$ cat src/rtl/bpwm_pkg.sv
package bpwm_pkg;

    typedef enum logic [1:0] {
        REG_CYCLE = 2'd0,
        REG_DUTY  = 2'd1,
        REG_STAGE = 2'd2,
        REG_CTRL  = 2'd3
    } reg_sel_e;

    localparam int CTRL_RUN_BIT = 0;
    localparam int CTRL_IEN_BIT = 1;
    localparam int CTRL_CLR_BIT = 2;

    typedef enum logic {
        ST_STOP = 1'b0,
        ST_RUN  = 1'b1
    } run_state_e;

endpackage

$ cat src/rtl/bpwm_regs.sv
module bpwm_regs
    import bpwm_pkg::*;
#(
    parameter int W = 16
) (
    input  logic         clk,
    input  logic         rst_n,
    input  logic         wr_en,
    input  logic [1:0]   wr_sel,
    input  logic [W-1:0] wr_data,
    input  logic         running,
    input  logic         match,
    output logic [W-1:0] cycle_q,
    output logic [W-1:0] duty_q,
    output logic [W-1:0] stage_q,
    output logic         run_en_q,
    output logic         irq_en_q,
    output logic         clr_pulse
);

    logic wr_cycle, wr_duty, wr_stage, wr_ctrl;

    always_comb begin
        wr_cycle  = wr_en && (reg_sel_e'(wr_sel) == REG_CYCLE);
        wr_duty   = wr_en && (reg_sel_e'(wr_sel) == REG_DUTY);
        wr_stage  = wr_en && (reg_sel_e'(wr_sel) == REG_STAGE);
        wr_ctrl   = wr_en && (reg_sel_e'(wr_sel) == REG_CTRL);
        clr_pulse = wr_ctrl && wr_data[CTRL_CLR_BIT];
    end

    always_ff @(posedge clk or negedge rst_n) begin
        if (!rst_n) begin
            cycle_q  <= '0;
            stage_q  <= '0;
            run_en_q <= 1'b0;
            irq_en_q <= 1'b0;
        end else begin
            if (wr_cycle) cycle_q <= wr_data;
            if (wr_stage) stage_q <= wr_data;
            if (wr_ctrl) begin
                run_en_q <= wr_data[CTRL_RUN_BIT];
                irq_en_q <= wr_data[CTRL_IEN_BIT];
            end
        end
    end

    // Active width: reload from staging at the boundary, direct write only when stopped
    always_ff @(posedge clk or negedge rst_n) begin
        if (!rst_n)
            duty_q <= '0;
        else if (match)
            duty_q <= stage_q;
        else if (wr_duty && !running)
            duty_q <= wr_data;
    end

    // boundary reload takes the staging value
    a_r3_reload: assert property (@(posedge clk) disable iff (!rst_n)
        match |=> duty_q == $past(stage_q));

    // the active width is locked during a running period
    a_r3_locked: assert property (@(posedge clk) disable iff (!rst_n)
        running && !match |=> $stable(duty_q));

endmodule

$ cat src/rtl/bpwm_counter.sv
module bpwm_counter #(
    parameter int W = 16
) (
    input  logic         clk,
    input  logic         rst_n,
    input  logic         count_en,
    input  logic [W-1:0] cycle_q,
    input  logic [W-1:0] duty_q,
    output logic [W-1:0] cnt_q,
    output logic         at_cycle,
    output logic         at_duty
);

    always_comb begin
        at_cycle = (cnt_q == cycle_q);
        at_duty  = (cnt_q == duty_q);
    end

    always_ff @(posedge clk or negedge rst_n) begin
        if (!rst_n)
            cnt_q <= '0;
        else if (count_en) begin
            if (at_cycle) cnt_q <= '0;
            else          cnt_q <= cnt_q + 1'b1;
        end
    end

    a_r2_wrap: assert property (@(posedge clk) disable iff (!rst_n)
        count_en && at_cycle |=> cnt_q == '0);

    a_r2_step: assert property (@(posedge clk) disable iff (!rst_n)
        count_en && !at_cycle |=> cnt_q == W'($past(cnt_q) + 1'b1));

    a_r8_freeze: assert property (@(posedge clk) disable iff (!rst_n)
        !count_en |=> $stable(cnt_q));

endmodule

$ cat src/rtl/bpwm_wave.sv
module bpwm_wave
    import bpwm_pkg::*;
#(
    parameter int W = 16
) (
    input  logic         clk,
    input  logic         rst_n,
    input  logic         run_en,
    input  logic [W-1:0] cnt_q,
    input  logic         at_cycle,
    input  logic         at_duty,
    input  logic [W-1:0] cycle_q,
    input  logic [W-1:0] duty_q,
    input  logic [W-1:0] stage_q,
    output logic         running,
    output logic         count_en,
    output logic         match,
    output logic         pwm_o
);

    run_state_e state_q, state_d;
    logic start_period, duty_live, stage_live, pwm_d;

    function automatic logic width_live(input logic [W-1:0] wv, input logic [W-1:0] cv);
        return (wv != '0) && (wv != cv);
    endfunction

    // State register
    always_ff @(posedge clk or negedge rst_n) begin
        if (!rst_n) state_q <= ST_STOP;
        else        state_q <= state_d;
    end

    always_comb begin
        state_d = state_q;
        unique case (state_q)
            ST_STOP: if (run_en)  state_d = ST_RUN;
            ST_RUN:  if (!run_en) state_d = ST_STOP;
        endcase
    end

    always_comb begin
        running      = (state_q == ST_RUN);
        count_en     = running && run_en;
        match        = count_en && at_cycle;
        start_period = (state_q == ST_STOP) && run_en && (cnt_q == '0);
        duty_live    = width_live(duty_q, cycle_q);
        stage_live   = width_live(stage_q, cycle_q);
        pwm_d        = pwm_o;
        if (match) begin
            if (stage_live) pwm_d = 1'b1;
        end else if (start_period) begin
            if (duty_live) pwm_d = 1'b1;
        end else if (count_en && at_duty && duty_live) begin
            pwm_d = 1'b0;
        end
    end

    // Output register
    always_ff @(posedge clk or negedge rst_n) begin
        if (!rst_n) pwm_o <= 1'b0;
        else        pwm_o <= pwm_d;
    end

    a_r4_rise_at_zero: assert property (@(posedge clk) disable iff (!rst_n)
        $rose(pwm_o) |-> cnt_q == '0);

    a_r4_fall_at_width: assert property (@(posedge clk) disable iff (!rst_n)
        $fell(pwm_o) |-> $past(cnt_q) == $past(duty_q));

    a_r5_silent_period: assert property (@(posedge clk) disable iff (!rst_n)
        count_en && !at_cycle && (duty_q == '0 || duty_q == cycle_q) |=> $stable(pwm_o));

    a_r8_hold_output: assert property (@(posedge clk) disable iff (!rst_n)
        (state_q == ST_STOP) && !run_en |=> $stable(pwm_o));

endmodule

$ cat src/rtl/bpwm_flag.sv
module bpwm_flag (
    input  logic clk,
    input  logic rst_n,
    input  logic match,
    input  logic clr_pulse,
    input  logic irq_en,
    output logic flag_q,
    output logic irq_o
);

    always_ff @(posedge clk or negedge rst_n) begin
        if (!rst_n)         flag_q <= 1'b0;
        else if (match)     flag_q <= 1'b1;
        else if (clr_pulse) flag_q <= 1'b0;
    end

    always_comb irq_o = flag_q && irq_en;

    a_r6_set_on_match: assert property (@(posedge clk) disable iff (!rst_n)
        match |=> flag_q);

    a_r6_sticky: assert property (@(posedge clk) disable iff (!rst_n)
        flag_q && !clr_pulse |=> flag_q);

    a_r6_rise_cause: assert property (@(posedge clk) disable iff (!rst_n)
        $rose(flag_q) |-> $past(match));

endmodule

$ cat src/rtl/bpwm_channel.sv
module bpwm_channel
    import bpwm_pkg::*;
#(
    parameter int W = 16
) (
    input  logic         clk,
    input  logic         rst_n,
    input  logic         wr_en,
    input  logic [1:0]   wr_sel,
    input  logic [W-1:0] wr_data,
    output logic         pwm_o,
    output logic         match_flag_o,
    output logic         irq_o
);

    logic [W-1:0] cycle_q, duty_q, stage_q, cnt_q;
    logic run_en_q, irq_en_q, clr_pulse;
    logic running, count_en, match, at_cycle, at_duty;

    bpwm_regs #(.W(W)) u_regs (
        .clk      (clk),
        .rst_n    (rst_n),
        .wr_en    (wr_en),
        .wr_sel   (wr_sel),
        .wr_data  (wr_data),
        .running  (running),
        .match    (match),
        .cycle_q  (cycle_q),
        .duty_q   (duty_q),
        .stage_q  (stage_q),
        .run_en_q (run_en_q),
        .irq_en_q (irq_en_q),
        .clr_pulse(clr_pulse)
    );

    bpwm_counter #(.W(W)) u_counter (
        .clk     (clk),
        .rst_n   (rst_n),
        .count_en(count_en),
        .cycle_q (cycle_q),
        .duty_q  (duty_q),
        .cnt_q   (cnt_q),
        .at_cycle(at_cycle),
        .at_duty (at_duty)
    );

    bpwm_wave #(.W(W)) u_wave (
        .clk     (clk),
        .rst_n   (rst_n),
        .run_en  (run_en_q),
        .cnt_q   (cnt_q),
        .at_cycle(at_cycle),
        .at_duty (at_duty),
        .cycle_q (cycle_q),
        .duty_q  (duty_q),
        .stage_q (stage_q),
        .running (running),
        .count_en(count_en),
        .match   (match),
        .pwm_o   (pwm_o)
    );

    bpwm_flag u_flag (
        .clk      (clk),
        .rst_n    (rst_n),
        .match    (match),
        .clr_pulse(clr_pulse),
        .irq_en   (irq_en_q),
        .flag_q   (match_flag_o),
        .irq_o    (irq_o)
    );

    // a request needs both the flag and the enable
    a_r7_irq_needs_flag: assert property (@(posedge clk) disable iff (!rst_n)
        irq_o |-> match_flag_o && irq_en_q);

endmodule

$ cat config.mk
export PLATFORM = sky130hd
export DESIGN_NAME = bpwm_channel
export DESIGN_NICKNAME = d
export VERILOG_FILES = /design/src/rtl/bpwm_pkg.sv /design/src/rtl/bpwm_regs.sv /design/src/rtl/bpwm_counter.sv /design/src/rtl/bpwm_wave.sv /design/src/rtl/bpwm_flag.sv /design/src/rtl/bpwm_channel.sv
export SDC_FILE = /design/constraint.sdc
export NUM_CORES = 1
export LEC_CHECK = 0
export CAP_MARGIN = 20
export CELL_PAD_IN_SITES_DETAIL_PLACEMENT = 1
export CELL_PAD_IN_SITES_GLOBAL_PLACEMENT = 2
export CORE_MARGIN = 8
export CORE_UTILIZATION = 31
export CTS_BUF_LIST = sky130_fd_sc_hd__clkbuf_8
export CTS_CLUSTER_SIZE = 10
export DETAILED_ROUTE_END_ITERATION = 7
export PLACE_DENSITY_LB_ADDON = 0.12
export RECOVER_POWER = 25
export SYNTH_ARGS = -nofsm -noshare
export SYNTH_HDL_FRONTEND = slang
export SYNTH_HIERARCHICAL = 1
export SYNTH_SLANG_ARGS = --single-unit
export TNS_END_PERCENT = 5
$ cat constraint.sdc
create_clock -name clk -period 2.6 [get_ports clk]
set_clock_uncertainty 0.1 [all_clocks]
set_input_delay 0.52 -clock clk [delete_from_list [all_inputs] [get_ports clk]]
set_output_delay 0.52 -clock clk [all_outputs]
set_load 0.02 [all_outputs]
==> results of run 1 <==
cell families after synthesis:
kind of cell	share of synthesized area
buf+inv	0.0407
simple gates	0.148
compound gates	0.0342
xor+xnor	0.157
flops	0.425
mux	0.192
fa+ha+maj	0.00308
flip-flops by register name (all words and copies together), names as in the netlist:
register         flops
u_regs/cycle_q      16
u_wave/running       1
u_regs/run_en_q      1
u_wave/pwm_o         1
u_counter/cnt_q     16
u_regs/stage_q      16
u_regs/irq_en_q      1
u_flag/flag_q        1
u_regs/duty_q       16
cells in the final DEF, fill, tap and decap left out, types with 2 or more instances in the layout:
cell,instances
nor2_1,12
xnor2_2,3
bufinv_16,3
nor3_1,4
xor2_1,19
a22o_1,2
mux2_2,55
nand3_1,5
or3_1,2
inv_1,5
nand2_1,10
nand4_1,20
nor4_1,19
clkbuf_8,10
and3_1,2
dfrtp_1,69
o21ai_1,4
clkdlybuf4s50_1,22
mux2_4,10
nand2b_1,5
and2_1,3
o21ai_0,4
buf_4,22
o2bb2ai_1,3
xnor2_1,48
metal layers:
layer	vias to the layer above	global-route usage	wire (um)
li1	1316	-	-
met1	1394	0.199	5640
met2	22	0.224	5260
met3	8	0.0394	285
met4	0	0.0425	127
met5	-	0	0
power groups by stage:
stage	Combinational (W)	Sequential [W]	Clock [W]
floorplan	0.000720	0.00150	0
global route	0.00108	0.00162	0.00118
detailed placement	0.000988	0.00161	0
finish	0.000979	0.00158	0.00110
global placement	0.000977	0.00161	0
CTS	0.000995	0.00159	0.00114
cell type report:
type / instances / area, sq um / share of cell area
clock buffer: 10 / 138 / 0.0287
clock inverter: 5 / 108 / 0.0224
inverter: 5 / 18.8 / 0.00391
multi-input combinational: 252 / 2170 / 0.452
sequential: 69 / 1730 / 0.360
tap: 176 / 220 / 0.0459
timing repair buffer: 47 / 418 / 0.0871
worst max-delay path: cells and delay by family (launching register included):
kind | cells | cell delay, ps
AND/OR/NAND/NOR | 3 | 620
multiplexers | 2 | 610
flip-flops | 1 | 480
buffers and inverters | 2 | 300
XOR/XNOR | 1 | 190
metrics by stage:
step | instance area (sq um) | utilization
global route | 4800 | 0.368
finish | 4800 | 0.368
global placement | 4570 | 0.351
CTS | 4810 | 0.369
detailed placement | 4570 | 0.351
floorplan | 4070 | -
worst max-delay path by stage:
stage | end | start | slack [ps] | cells past startpoint
2_1_floorplan | u_regs/duty_q[10]$_DFFE_PN0P_ | u_counter/cnt_q[2]$_DFFE_PN0P_ | 10 | 11
3_3_place_gp | u_regs/duty_q[7]$_DFFE_PN0P_ | u_regs/cycle_q[8]$_DFFE_PN0P_ | 190 | 8
3_5_place_dp | u_regs/duty_q[6]$_DFFE_PN0P_ | u_regs/cycle_q[8]$_DFFE_PN0P_ | 150 | 8
4_1_cts | u_regs/duty_q[10]$_DFFE_PN0P_ | u_regs/cycle_q[8]$_DFFE_PN0P_ | 140 | 8
5_1_grt | u_regs/duty_q[12]$_DFFE_PN0P_ | u_regs/cycle_q[8]$_DFFE_PN0P_ | 30 | 8
6_report | u_regs/duty_q[10]$_DFFE_PN0P_ | u_regs/cycle_q[8]$_DFFE_PN0P_ | 180 | 8
Yosys cell counts (all sizes together), types with 3 or more instances:
master	n	area share
dfrtp	69	0.43
o2bb2ai	3	0.0065
xor2	19	0.041
buf	17	0.033
nand4	20	0.031
mux2	65	0.19
nor3	5	0.0074
nand3	5	0.0062
xnor2	51	0.12
nor4	20	0.035
inv	5	0.0046
and2	4	0.0065
nor2	14	0.018
o21ai	9	0.012
nand2	10	0.0092
nand2b	5	0.0077
==> impl_metrics.ini, run 1 <==
[run_status]
status = complete, but fails checks
violations = max-capacitance violations, max-slew violations

[sta]
fin_setup_tns_ps = 0
worst_slack_ps = 176
final_max_slew_viol_count = 70
whs_ps = 310
relSlewSlack = -0.223
fmax_mhz = 413
setup_violations = 0
hold_viol = 0
rsz0062_at_grt = no
fin_crit_sh = 0.932
tightest_slew_ps = 1830
fin_crit_ps = 2420

[clocking]
cts_max_level = 3
clockBufferDepth = 2
clk_latency_ps = 370
cts_root_buffer = clkbuf_8
cts-hold-fix-buffers = 0
cts_setup_buffers = 0
cts_sinks = 69
numCtsBuffers = 9
cts_tree = done
clkTransAtPathRegs_ps = 80
cts_resized = 0

[synth]
synth_edf_count = 0
syn_inst = 345
synth_cell_type_count = 49
synthArstFlopShare = 1.00
syn_area_sq_um = 4060
yosys_warnings = 6
yosysSeqAreaShare = 0.425
synth_ff_type = dfrtp_1
synth_nets = 367
ys_seq_elements = 69
syn_area_per_cell_sq_um = 11.8

[pwr]
p_int_w = 0.00249
power_per_cell_area_nw_per_um2 = 763
p_clk_frac = 0.300
p_total_w = 0.00366
power.share.switching = 0.318
pwr-share-seq = 0.432
peakVddDrop_uv = 463
net-switching-power_w = 0.00116
pwr-share-comb = 0.268
leakagePower_nw = 1.90

[cells_and_area]
syn2layout_area_growth_pct = 18.1
n_antenna_cell = 0
n_fill_cell = 1461
instances_no_fill = 564
nets = 406
layout-drive-gt1-share = 0.304

[setup_path]
cp-start-kind = register
slowest_delay_ps = 480
r2r_slack_ps = 180
crit_slowest_cell = dfrtp_1
timing.rr.start = u_regs/cycle_q[8]$_DFFE_PN0P_
worst_r2r_path_depth = 8
crit_type = register to register
critPathArrivalTime_ps = 2570
worstReg2RegEnd = u_regs/duty_q[10]$_DFFE_PN0P_
worstSetupEndpointType = register
cp_cell_sequence = xnor2_2 -> nand4_1 -> nor4_4 -> nand2_1 -> inv_1 -> buf_12 -> mux2_2 -> mux2_4
cp_data_required_time_ps = 2750
crit_path_max_fanout = 21

[min_path]
hold_class = register to register
holdPathEnd = u_wave/running$_DFF_PN0_
whs_path_depth = 0
min_from = u_regs/run_en_q$_DFFE_PN0P_

[floorplanning]
core_area_sq_um = 13000
ios = 24
die_x_um = 130
rows = 42
start_util = 0.312
die_area_sq_um = 17000
die_h_um = 130

[routing]
ant_nets = 0
num_vias = 2740
avgRoutedWirePerCell_um = 20.0
wirelength_um = 11300
dr.first_iter.drc_count = 102
drcViolationCount = 0
vias_per_cell = 4.86
dr.pass1.iters = 4

[global_routing]
grt_max_degree = 70
antenna_found_initial = 0
grt_use_total = 0.147
grt_first_pass_wirelength_um = 18200
grt-ovfl-total = 0
grt_pass1_vias = 3038

[placement]
dpl.hpwl_um = 8450
port-buffer-count = 23
gp_congestion = 0.712
dp.cells = 549
place_ws_ps = 154

[run]
maxCapViolCount = 1
(Power assumes the default switching activity.)
==> run 2: changes to the inputs <==
--- a/config.mk
+++ b/config.mk
@@ -11,7 +11,6 @@
 export CORE_MARGIN = 8
 export CORE_UTILIZATION = 31
 export CTS_BUF_LIST = sky130_fd_sc_hd__clkbuf_8
-export CTS_CLUSTER_SIZE = 10
 export DETAILED_ROUTE_END_ITERATION = 7
 export PLACE_DENSITY_LB_ADDON = 0.12
 export RECOVER_POWER = 25
==> results of run 2 <==
Final layout, timing and power as in run 1 (identical DEF).
==> run 3: changes to the inputs <==
--- a/config.mk
+++ b/config.mk
@@ -11,6 +11,7 @@
 export CORE_MARGIN = 8
 export CORE_UTILIZATION = 31
 export CTS_BUF_LIST = sky130_fd_sc_hd__clkbuf_8
+export CTS_CLUSTER_DIAMETER = 200
 export DETAILED_ROUTE_END_ITERATION = 7
 export PLACE_DENSITY_LB_ADDON = 0.12
 export RECOVER_POWER = 25
==> results of run 3 <==
Final layout, timing and power as in run 1 (identical DEF).
